**config.mk**
```make
export PLATFORM = sky130hd
export DESIGN_NAME = bsr_chain
export DESIGN_NICKNAME = d
export VERILOG_FILES = /design/src/rtl/bsr_pkg.sv /design/src/rtl/bsr_ctl_gate.sv /design/src/rtl/bsr_cell.sv /design/src/rtl/bsr_chain.sv
export SDC_FILE = /design/constraint.sdc
export NUM_CORES = 1
export LEC_CHECK = 0
export ABC_AREA = 0
export BUFFER_PORTS_ARGS = -buffer_cell sky130_fd_sc_hd__clkbuf_2
export CORE_ASPECT_RATIO = 0.9
export CORE_MARGIN = 4
export CORE_UTILIZATION = 35
export DETAILED_ROUTE_END_ITERATION = 8
export GPL_ROUTABILITY_DRIVEN = 1
export PLACE_DENSITY = 0.63
export RECOVER_POWER = 25
export SETUP_SLACK_MARGIN = 0.15
export SLEW_MARGIN = 20
export SYNTH_ARGS = -nofsm -noshare
export SYNTH_HDL_FRONTEND = slang
export SYNTH_HIERARCHICAL = 1
export SYNTH_SLANG_ARGS = --single-unit
```
**constraint.sdc**
```tcl
create_clock -name clk_test -period 1.7 [get_ports clk_test]
set_input_delay 0.17 -clock clk_test [delete_from_list [all_inputs] [get_ports clk_test]]
set_output_delay 0.17 -clock clk_test [all_outputs]
set_load 0.02 [all_outputs]
```
**src/rtl/bsr_pkg.sv**
```systemverilog
package bsr_pkg;

   typedef enum logic {
      CELL_IN  = 1'b0,
      CELL_OUT = 1'b1
   } cell_kind_e;

   typedef struct packed {
      logic cap;
      logic sft;
      logic upd;
   } bsr_ctl_t;

endpackage

```
**src/rtl/bsr_ctl_gate.sv**
```systemverilog
module bsr_ctl_gate
   import bsr_pkg::*;
(
   input  logic     rst_n,
   input  logic     cap_en,
   input  logic     sft_en,
   input  logic     upd_en,
   input  logic     drv_pin_en,
   input  logic     drv_core_en,
   output bsr_ctl_t ctl,
   output logic     pin_sel,
   output logic     core_sel
);
   always_comb begin
      ctl.cap  = cap_en;
      ctl.sft  = sft_en & ~cap_en;
      ctl.upd  = upd_en;
      pin_sel  = drv_pin_en  & rst_n;
      core_sel = drv_core_en & rst_n;
   end
endmodule

```
**src/rtl/bsr_cell.sv**
```systemverilog
module bsr_cell
   import bsr_pkg::*;
#(
   parameter logic RST_VAL = 1'b0
)(
   input  logic     clk,
   input  logic     rst_n,
   input  bsr_ctl_t ctl,
   input  logic     up_bit,
   input  logic     par_i,
   input  logic     hold_sel,
   output logic     par_o,
   output logic     cs_o,
   output logic     hold_o
);
   logic cs_q;
   logic hold_q;

   always_ff @(posedge clk or negedge rst_n) begin
      if (!rst_n) begin
         cs_q <= RST_VAL;
      end else if (ctl.cap) begin
         cs_q <= par_i;
      end else if (ctl.sft) begin
         cs_q <= up_bit;
      end
   end

   always_ff @(posedge clk or negedge rst_n) begin
      if (!rst_n) begin
         hold_q <= RST_VAL;
      end else if (ctl.upd) begin
         hold_q <= cs_q;
      end
   end

   always_comb begin
      par_o  = hold_sel ? hold_q : par_i;
      cs_o   = cs_q;
      hold_o = hold_q;
   end
endmodule

```
**src/rtl/bsr_chain.sv**
```systemverilog
module bsr_chain
   import bsr_pkg::*;
#(
   parameter int                  N_CELLS  = 8,
   parameter logic [N_CELLS-1:0] OUT_MASK = 8'hA6,
   parameter logic               HOLD_RST = 1'b0,
   parameter int                  N_IN     = count_kind(N_CELLS, OUT_MASK, CELL_IN),
   parameter int                  N_OUT    = count_kind(N_CELLS, OUT_MASK, CELL_OUT)
)(
   input  logic             clk_test,
   input  logic             rst_test_n,
   input  logic             cap_en,
   input  logic             sft_en,
   input  logic             upd_en,
   input  logic             drv_pin_en,
   input  logic             drv_core_en,
   input  logic             ser_in,
   input  logic [N_IN-1:0]  pin_i,
   input  logic [N_OUT-1:0] core_i,
   output logic             ser_out,
   output logic [N_OUT-1:0] pin_o,
   output logic [N_IN-1:0]  core_o
);
   function automatic int count_kind(input int n, input logic [N_CELLS-1:0] m,
                                     input cell_kind_e k);
      int c;
      c = 0;
      for (int j = 0; j < n; j++) begin
         if (m[j] == logic'(k)) c++;
      end
      return c;
   endfunction

   function automatic int rank_of(input int pos);
      int c;
      c = 0;
      for (int j = 0; j < pos; j++) begin
         if (OUT_MASK[j] == OUT_MASK[pos]) c++;
      end
      return c;
   endfunction

   localparam int LAST = N_CELLS - 1;

   if (N_CELLS < 2 || N_IN < 1 || N_OUT < 1 ||
       N_IN + N_OUT != N_CELLS) begin : g_bad_cfg
      $error("bsr_chain: need two or more cells with at least one of each kind");
   end

   bsr_ctl_t           ctl;
   logic               pin_sel;
   logic               core_sel;
   logic [N_CELLS-1:0] cs_w;
   logic [N_CELLS-1:0] hold_w;
   logic [N_CELLS-1:0] par_in_w;
   logic [N_CELLS-1:0] par_out_w;
   logic [N_CELLS-1:0] sel_w;
   logic [N_CELLS-1:0] up_w;

   bsr_ctl_gate u_gate (
      .rst_n       (rst_test_n),
      .cap_en      (cap_en),
      .sft_en      (sft_en),
      .upd_en      (upd_en),
      .drv_pin_en  (drv_pin_en),
      .drv_core_en (drv_core_en),
      .ctl         (ctl),
      .pin_sel     (pin_sel),
      .core_sel    (core_sel)
   );

   for (genvar k = 0; k < N_CELLS; k++) begin : g_cell
      localparam int IDX = rank_of(k);

      if (k == LAST) begin : g_head
         assign up_w[k] = ser_in;
      end else begin : g_link
         assign up_w[k] = cs_w[k+1];
      end

      if (OUT_MASK[k]) begin : g_out
         assign par_in_w[k] = core_i[IDX];
         assign pin_o[IDX]  = par_out_w[k];
         assign sel_w[k]    = pin_sel;
      end else begin : g_in
         assign par_in_w[k] = pin_i[IDX];
         assign core_o[IDX] = par_out_w[k];
         assign sel_w[k]    = core_sel;
      end

      bsr_cell #(.RST_VAL(HOLD_RST)) u_cell (
         .clk      (clk_test),
         .rst_n    (rst_test_n),
         .ctl      (ctl),
         .up_bit   (up_w[k]),
         .par_i    (par_in_w[k]),
         .hold_sel (sel_w[k]),
         .par_o    (par_out_w[k]),
         .cs_o     (cs_w[k]),
         .hold_o   (hold_w[k])
      );
   end

   assign ser_out = cs_w[0];
endmodule

```
== Word level (Yosys, flattened, before mapping) ==
Index checks and enable logic that the tools add are counted.
Word-level totals
  flip-flop bits (word level): 16
  output and inout port bits: 9
  logic and storage cells: 45
Operators by class
  multiplexer cells: 24
  bitwise logic cells: 4
  reductions and logical operators: 1
Operator list (count)
  1-bit 2-to-1 mux: 24
  1-bit AND: 3
  2-bit nonzero test: 1
  1-bit inverter: 1

== Logic depth before layout (Yosys ltp) ==
Gate-level depths: netlist of run 1.
  depth in word-level cells: 4
  mapped depth: 3
  mapped depth without buffers: 3

== Modules after synthesis ==
The synthesis of run 1 kept the hierarchy.
By module, submodules not included
  bsr_cell: times used 8, cells each 7, area each 95.1 um^2
  bsr_ctl_gate: times used 1, cells each 5, area each 41.3 um^2

== Worst setup path after synthesis of run 1 ==
OpenSTA, ideal clock, no wires.
  path kind: input port to output port
  start point: in rst_test_n
  end point: out core_o[0]
  arrival: 757 ps
  required time: 1530 ps
  slack: 773 ps
  cell stages on the path: 2
  buffers on the path: 0
  cells stage by stage: and2_1 -> mux2_4
Between the ends
  longest elaborated chain between the ends: 2
RTL lines
  from (decl): line bsr_chain.sv:11  | input logic rst_test_n,
  1-bit AND: line bsr_ctl_gate.sv:19  | core_sel = drv_core_en & rst_n;
  1-bit 2-to-1 mux: line bsr_cell.sv:38  | par_o = hold_sel ? hold_q : par_i;
  to (decl): line bsr_chain.sv:22  | output logic [N_IN-1:0] core_o
No other way between the ends.

== Worst setup path in the final report of run 1 ==
  start point: in rst_test_n
  end point: out pin_o[2]
Between the ends
  longest elaborated chain between the ends: 2
RTL lines
  1-bit AND: line bsr_ctl_gate.sv:18  | pin_sel = drv_pin_en & rst_n;
  via pin_sel: line bsr_chain.sv:51  | logic pin_sel;
  1-bit 2-to-1 mux: line bsr_cell.sv:38
  to (decl): line bsr_chain.sv:21  | output logic [N_OUT-1:0] pin_o,
The timed path passes the listed nets, and every way through them passes these cells.

==> results.sh, run 1 <==
export IMPL_power_density_mw_per_mm2=908
export IMPL_crit_type="input pin to primary output"
export IMPL_holdPathStages=3
export IMPL_slew_worst_pin_ns=0.373
export IMPL_run_status="finished clean"
export IMPL_timing_reg2reg_setup_slack_ns=0.87
export IMPL_hold_violation_count_in_the_final_report=0
export IMPL_mostFrequentLayoutCells="sky130_fd_sc_hd__clkbuf_2, sky130_fd_sc_hd__dfrtp_1"
export IMPL_dpl_worst_slack_ns=0.302
export IMPL_root_driver="sky130_fd_sc_hd__clkbuf_4"
export IMPL_floorplan_rows=16
export IMPL_hold_path_endpoint="g_cell[6].u_cell/cs_o"
export IMPL_route_vias_total=570
export IMPL_initial_utilization_pct=36.8
export IMPL_drt_antenna_violating_nets=0
export IMPL_postSynthRegisterBits=16
export IMPL_cts_buffers=3
export IMPL_num_nets_final=106
export IMPL_avgViaCountPerCell=4.91
export IMPL_clock_sinks=16
export IMPL_globalplace_congestion=0.735
export IMPL_hold_path_class="input pin to flip-flop"
export IMPL_worst_ep_arrival_time_ns=1.12
export IMPL_finalCritPeriodShare_pct=75.9
export IMPL_post_synth_cell_area_avg_um2=13.1
export IMPL_totalPowerFinal_uw=902
export IMPL_synth_cell_type_count=9
export IMPL_start_kind="input pin"
export IMPL_achievable_frequency_ghz=0.775
export IMPL_synth_top_cell_by_area="sky130_fd_sc_hd__dfrtp_1"
export IMPL_worstReg2RegEnd="g_cell[3].u_cell/hold_o"
export IMPL_endpoint_kind="primary output"
export IMPL_cts_htree_levels=1
export IMPL_gr_total_overflow=0
export IMPL_synth_top_area_share_pct=49.9
export IMPL_final_layout_size_suffix_gt1_share_pct=41.6
export IMPL_antennaDiodeCount=0
export IMPL_global_route_wire_length_before_repair_um=2850
export IMPL_multiInputGateArea_um2=387
export IMPL_regArea_um2=400
export IMPL_routed_wl_um=1620
export IMPL_dp_hpwl_um=1200
export IMPL_timing_clock_skew_ns=0.00276
export IMPL_vias_in_the_first_global_route=590
export IMPL_cts_resized_gates=0
export IMPL_starting_drc_count_in_detailed_routing=20
export IMPL_final_ws_setup_ns=0.409
export IMPL_post_route_drc_count=0
export IMPL_worst_endpoint_required_ns=1.53
export IMPL_final_util_pct=45.5
export IMPL_post_synth_instance_area_um2=802
export IMPL_initial_antenna_violation_count=0
export IMPL_clock_tree_buffer_depth=2
export IMPL_timing_rr_start="g_cell[3].u_cell/cs_o"
export IMPL_fin_crit_ns=1.29
export IMPL_grt_max_degree=18
export IMPL_r2r_worst_path_cells=1
export IMPL_dieWidth_um=58.5
export IMPL_hold_path_startpoint="pin_i[3]"
export IMPL_cellLeakagePower_uw=0.000489
export IMPL_clkTransAtPathRegs_ns=0.09
export IMPL_die_height_um=53.4
export IMPL_ctsHoldBuffers=1
export IMPL_yosys_warnings=6
export IMPL_area_growth_pct=23.9
export IMPL_port_buffers=24
export IMPL_core_area_mm2=0.00218
export IMPL_maxCapViolations=0
export IMPL_rsz_0062_raised_after_global_routing="false"
export IMPL_mostFrequentLayoutCell="sky130_fd_sc_hd__clkbuf_2"
export IMPL_final_setup_tns_ns=0
export IMPL_clkLatencyLatePin_ns=0.29
export IMPL_synth_seq_area_share_pct=49.9
export IMPL_cts_setup_buffers=0
export IMPL_netlist_top_cells_area="sky130_fd_sc_hd__dfrtp_1, sky130_fd_sc_hd__mux2_4, sky130_fd_sc_hd__mux2_1"
export IMPL_cts_tree="built"
export IMPL_die_area_mm2=0.00312
export IMPL_drv_slew=0
export IMPL_max_vdd_ir_drop_mv=0.592
export IMPL_synth_cells=61
export IMPL_timing_slew_headroom_pct=75.1
export IMPL_timing_critical_path_fanout_max=4
export IMPL_final_layout_worst_hold_slack_ns=0.108
export IMPL_drt_pass1_iter_count=4
export IMPL_groute_usage_overall_pct=13.0
export IMPL_setup_viol=0
export IMPL_mappedNetlistNets=77
export IMPL_io_pin_count=25
export IMPL_routed_wire_length_per_instance_um=14.0
export IMPL_layout_filler_cells=209
-- synthesized netlist by cell type --
| cell type | count |
|---|---|
| sky130_fd_sc_hd__mux2_1 | 8 |
| sky130_fd_sc_hd__dfrtp_1 | 16 |
| sky130_fd_sc_hd__nand2_1 | 8 |
| sky130_fd_sc_hd__o21ai_1 | 8 |
| sky130_fd_sc_hd__and2_1 | 2 |
| sky130_fd_sc_hd__nor2b_4 | 1 |
| sky130_fd_sc_hd__mux2_4 | 8 |
| sky130_fd_sc_hd__buf_4 | 2 |
| sky130_fd_sc_hd__mux2i_1 | 8 |
-- logic make-up after synthesis --
family                 Yosys count  share of synthesized area (%)
buffers and inverters            2                           1.87
AO/OA/AOI/OAI                    8                           4.99
multiplexers                    24                           36.2
flip-flops                      16                           49.9
AND/OR/NAND/NOR                 11                           7.02
-- worst max-delay path, stage by stage --
cell and delay, ns:
sky130_fd_sc_hd__clkbuf_1 0.15, sky130_fd_sc_hd__and2_1 0.31, sky130_fd_sc_hd__mux2_4 0.33, sky130_fd_sc_hd__clkbuf_2 0.15
-- worst max-delay path by stage --
stage / startpoint / end / slack [ns] / depth (start not counted)
after global routing: rst_test_n / pin_o[2] / 0.34 / 4
after global placement: rst_test_n / core_o[3] / 0.33 / 4
after floorplan: rst_test_n / core_o[0] / 0.77 / 2
final: rst_test_n / pin_o[2] / 0.41 / 4
after detailed placement: rst_test_n / pin_o[2] / 0.30 / 4
after CTS: g_cell[5].u_cell/hold_o / pin_o[2] / 0.41 / 2
-- layer usage --
layer	share of wire, %	up-vias	global-route usage (%)
li1	-	271	-
met1	48	273	17.4
met2	44	24	17.8
met3	7.6	2	5.37
met4	0.43	0	5.79
met5	0	-	0
-- per-stage QoR --
stage	instances	instance area, um^2
after floorplan	61	802
after global placement	111	948
after detailed placement	111	948
after CTS	116	995
after global routing	116	993
final	116	993
-- power breakdown --
group,internal (uW),switching (uW),total [uW]
Clock,131,122,252
Combinational,96.0,95.5,192
Sequential,428,29.7,458
Total,655,247,902
-- area by class of cell --
cell class | instances | share of cell area, %
multi-input cells | 43 | 38.9
flip-flops and latches | 16 | 40.3
clock buffers | 4 | 3.65
well taps | 27 | 3.40
repair buffers | 26 | 13.7
-- registers in the layout, indices dropped and copies added (netlist names) --
name	count
g_cell.u_cell/cs_o	8
g_cell.u_cell/hold_o	8
Note: power is estimated with default switching activity, not from simulation.
==> run 2: changes to the inputs <==
PLACE_DENSITY = 0.65   (was 0.63)
clock period = 1.1 ns   (was 1.7 ns; I/O delays follow)
==> results.sh, run 2 (synthesis gave the netlist of run 1 again) <==
export IMPL_drt_antenna_violating_nets=0
export IMPL_cellLeakagePower_uw=0.000510
export IMPL_starting_drc_count_in_detailed_routing=7
export IMPL_endpoint_kind="primary output"
export IMPL_root_driver="sky130_fd_sc_hd__clkbuf_4"
export IMPL_achievable_frequency_ghz=0.835
export IMPL_routed_wl_um=1620
export IMPL_floorplan_rows=16
export IMPL_global_route_wire_length_before_repair_um=2490
export IMPL_vias_in_the_first_global_route=587
export IMPL_start_kind="flip-flop"
export IMPL_final_setup_tns_ns=-0.521
export IMPL_max_vdd_ir_drop_mv=0.666
export IMPL_critical_path_cell_count=2
export IMPL_setup_viol=8
export IMPL_timing_reg2reg_setup_slack_ns=0.18
export IMPL_timing_rr_start="g_cell[0].u_cell/cs_o"
export IMPL_num_nets_final=109
export IMPL_timing_slew_headroom_pct=70.9
export IMPL_run_status="finished, violations left"
export IMPL_crit_type="flip-flop to primary output"
export IMPL_post_route_drc_count=0
export IMPL_drt_pass1_iter_count=4
export IMPL_mostFrequentLayoutCells="sky130_fd_sc_hd__dfrtp_1, sky130_fd_sc_hd__clkbuf_2"
export IMPL_final_util_pct=48.5
export IMPL_r2r_worst_path_cells=2
export IMPL_die_height_um=53.4
export IMPL_cts_tree="built"
export IMPL_avgViaCountPerCell=4.89
export IMPL_initial_utilization_pct=36.8
export IMPL_gr_total_overflow=0
export IMPL_cts_buffers=3
export IMPL_worstPathCellList="mux2_4 -> buf_6"
export IMPL_power_density_mw_per_mm2=1280
export IMPL_layout_filler_cells=196
export IMPL_dieWidth_um=58.5
export IMPL_clkTransAtPathRegs_ns=0.09
export IMPL_final_ws_setup_ns=-0.0972
export IMPL_violations="negative setup slack"
export IMPL_dp_hpwl_um=1200
export IMPL_route_vias_total=577
export IMPL_place_inst=113
export IMPL_final_cells=118
export IMPL_clock_tree_buffer_depth=2
export IMPL_antennaDiodeCount=0
export IMPL_hold_path_class="input pin to flip-flop"
export IMPL_timing_critical_path_fanout_max=2
export IMPL_worstReg2RegEnd="g_cell[0].u_cell/hold_o"
export IMPL_worst_endpoint_required_ns=0.99
export IMPL_final_layout_worst_hold_slack_ns=0.0584
export IMPL_initial_antenna_violation_count=0
export IMPL_io_pin_count=25
export IMPL_grt_max_degree=17
export IMPL_drv_slew=0
export IMPL_groute_usage_overall_pct=10.9
export IMPL_finalCritPeriodShare_pct=109
export IMPL_max_stage_delay_ns=0.40
export IMPL_area_growth_pct=31.8
export IMPL_path_buf_inv=1
export IMPL_globalplace_congestion=0.719
export IMPL_die_area_mm2=0.00312
export IMPL_worst_ep_arrival_time_ns=1.09
export IMPL_dpl_worst_slack_ns=-0.0394
export IMPL_slew_worst_pin_ns=0.437
export IMPL_rsz_0062_raised_after_global_routing="true"
export IMPL_timing_clock_skew_ns=0.00622
export IMPL_cts_htree_levels=1
export IMPL_hold_violation_count_in_the_final_report=0
export IMPL_routed_wire_length_per_instance_um=13.7
export IMPL_clkLatencyLatePin_ns=0.28
export IMPL_port_buffers=24
export IMPL_clock_sinks=16
export IMPL_maxCapViolations=0
export IMPL_final_layout_size_suffix_gt1_share_pct=41.8
export IMPL_core_area_mm2=0.00218
export IMPL_worst_path_max_delay_cell="sky130_fd_sc_hd__dfrtp_1"
export IMPL_fin_crit_ns=1.20
export IMPL_critical_path_endpoint="pin_o[0]"
export IMPL_worstSetupStartpoint="g_cell[1].u_cell/hold_o"
export IMPL_cpLargestDelayFamily="flip-flops"
export IMPL_mostFrequentLayoutCell="sky130_fd_sc_hd__dfrtp_1"
## run 2: layout make-up
class | instances | area (um^2) | share of cell area, %
sequential | 16 | 400 | 37.9
multi-input combinational | 43 | 387 | 36.6
timing repair buffer | 29 | 214 | 20.2
tap | 27 | 33.8 | 3.20
clock buffer | 3 | 22.5 | 2.13
## run 2: repair_timing
action,in CTS,in global routing
setup endpoints to repair,9,10
pin swaps,0,0
gates resized for setup,2,24
setup buffers,1,0
hold endpoints to repair,16,0
hold buffers,1,0
## run 2: routing by layer
layer | GRT usage (%) | routed length, um | part of all wire (%)
met1 | 13.8 | 718 | 44
met5 | 0 | 0 | 0
met4 | 3.47 | 31 | 1.9
met2 | 16.9 | 771 | 48
met3 | 4.39 | 96 | 5.9
## run 2: worst reg2reg max path, delay by kind of cell, from the launching register on
family / cells / cell delay, ns
DFF: 1 / 0.39
muxes: 1 / 0.28
buffers and inverters: 1 / 0.14
## run 2: worst min-delay path by stage
stage	to	slack [ns]	from	cells past startpoint
floorplan	g_cell[0].u_cell/cs_o	-0.19	rst_test_n	0
global placement	g_cell[1].u_cell/cs_o	0.07	rst_test_n	2
detailed placement	g_cell[1].u_cell/hold_o	0.09	rst_test_n	2
CTS	g_cell[1].u_cell/cs_o	0.05	core_i[0]	3
global route	g_cell[6].u_cell/cs_o	0.06	pin_i[3]	3
finish	g_cell[1].u_cell/cs_o	0.06	core_i[0]	3
## run 2: metrics by stage
| step | instance area (um^2) | total power, uW |
|---|---|---|
| global placement | 963 | 1010 |
| detailed placement | 963 | 1020 |
| floorplan | 802 | 911 |
| global route | 1060 | 1430 |
| CTS | 1010 | 1330 |
| finish | 1060 | 1350 |
## run 2: report_power, final
part | internal (uW) | leakage, uW | switching (uW)
combinational | 198 | 0.000302 | 156
clock | 127 | 0.0000138 | 166
sequential | 662 | 0.000195 | 45.5
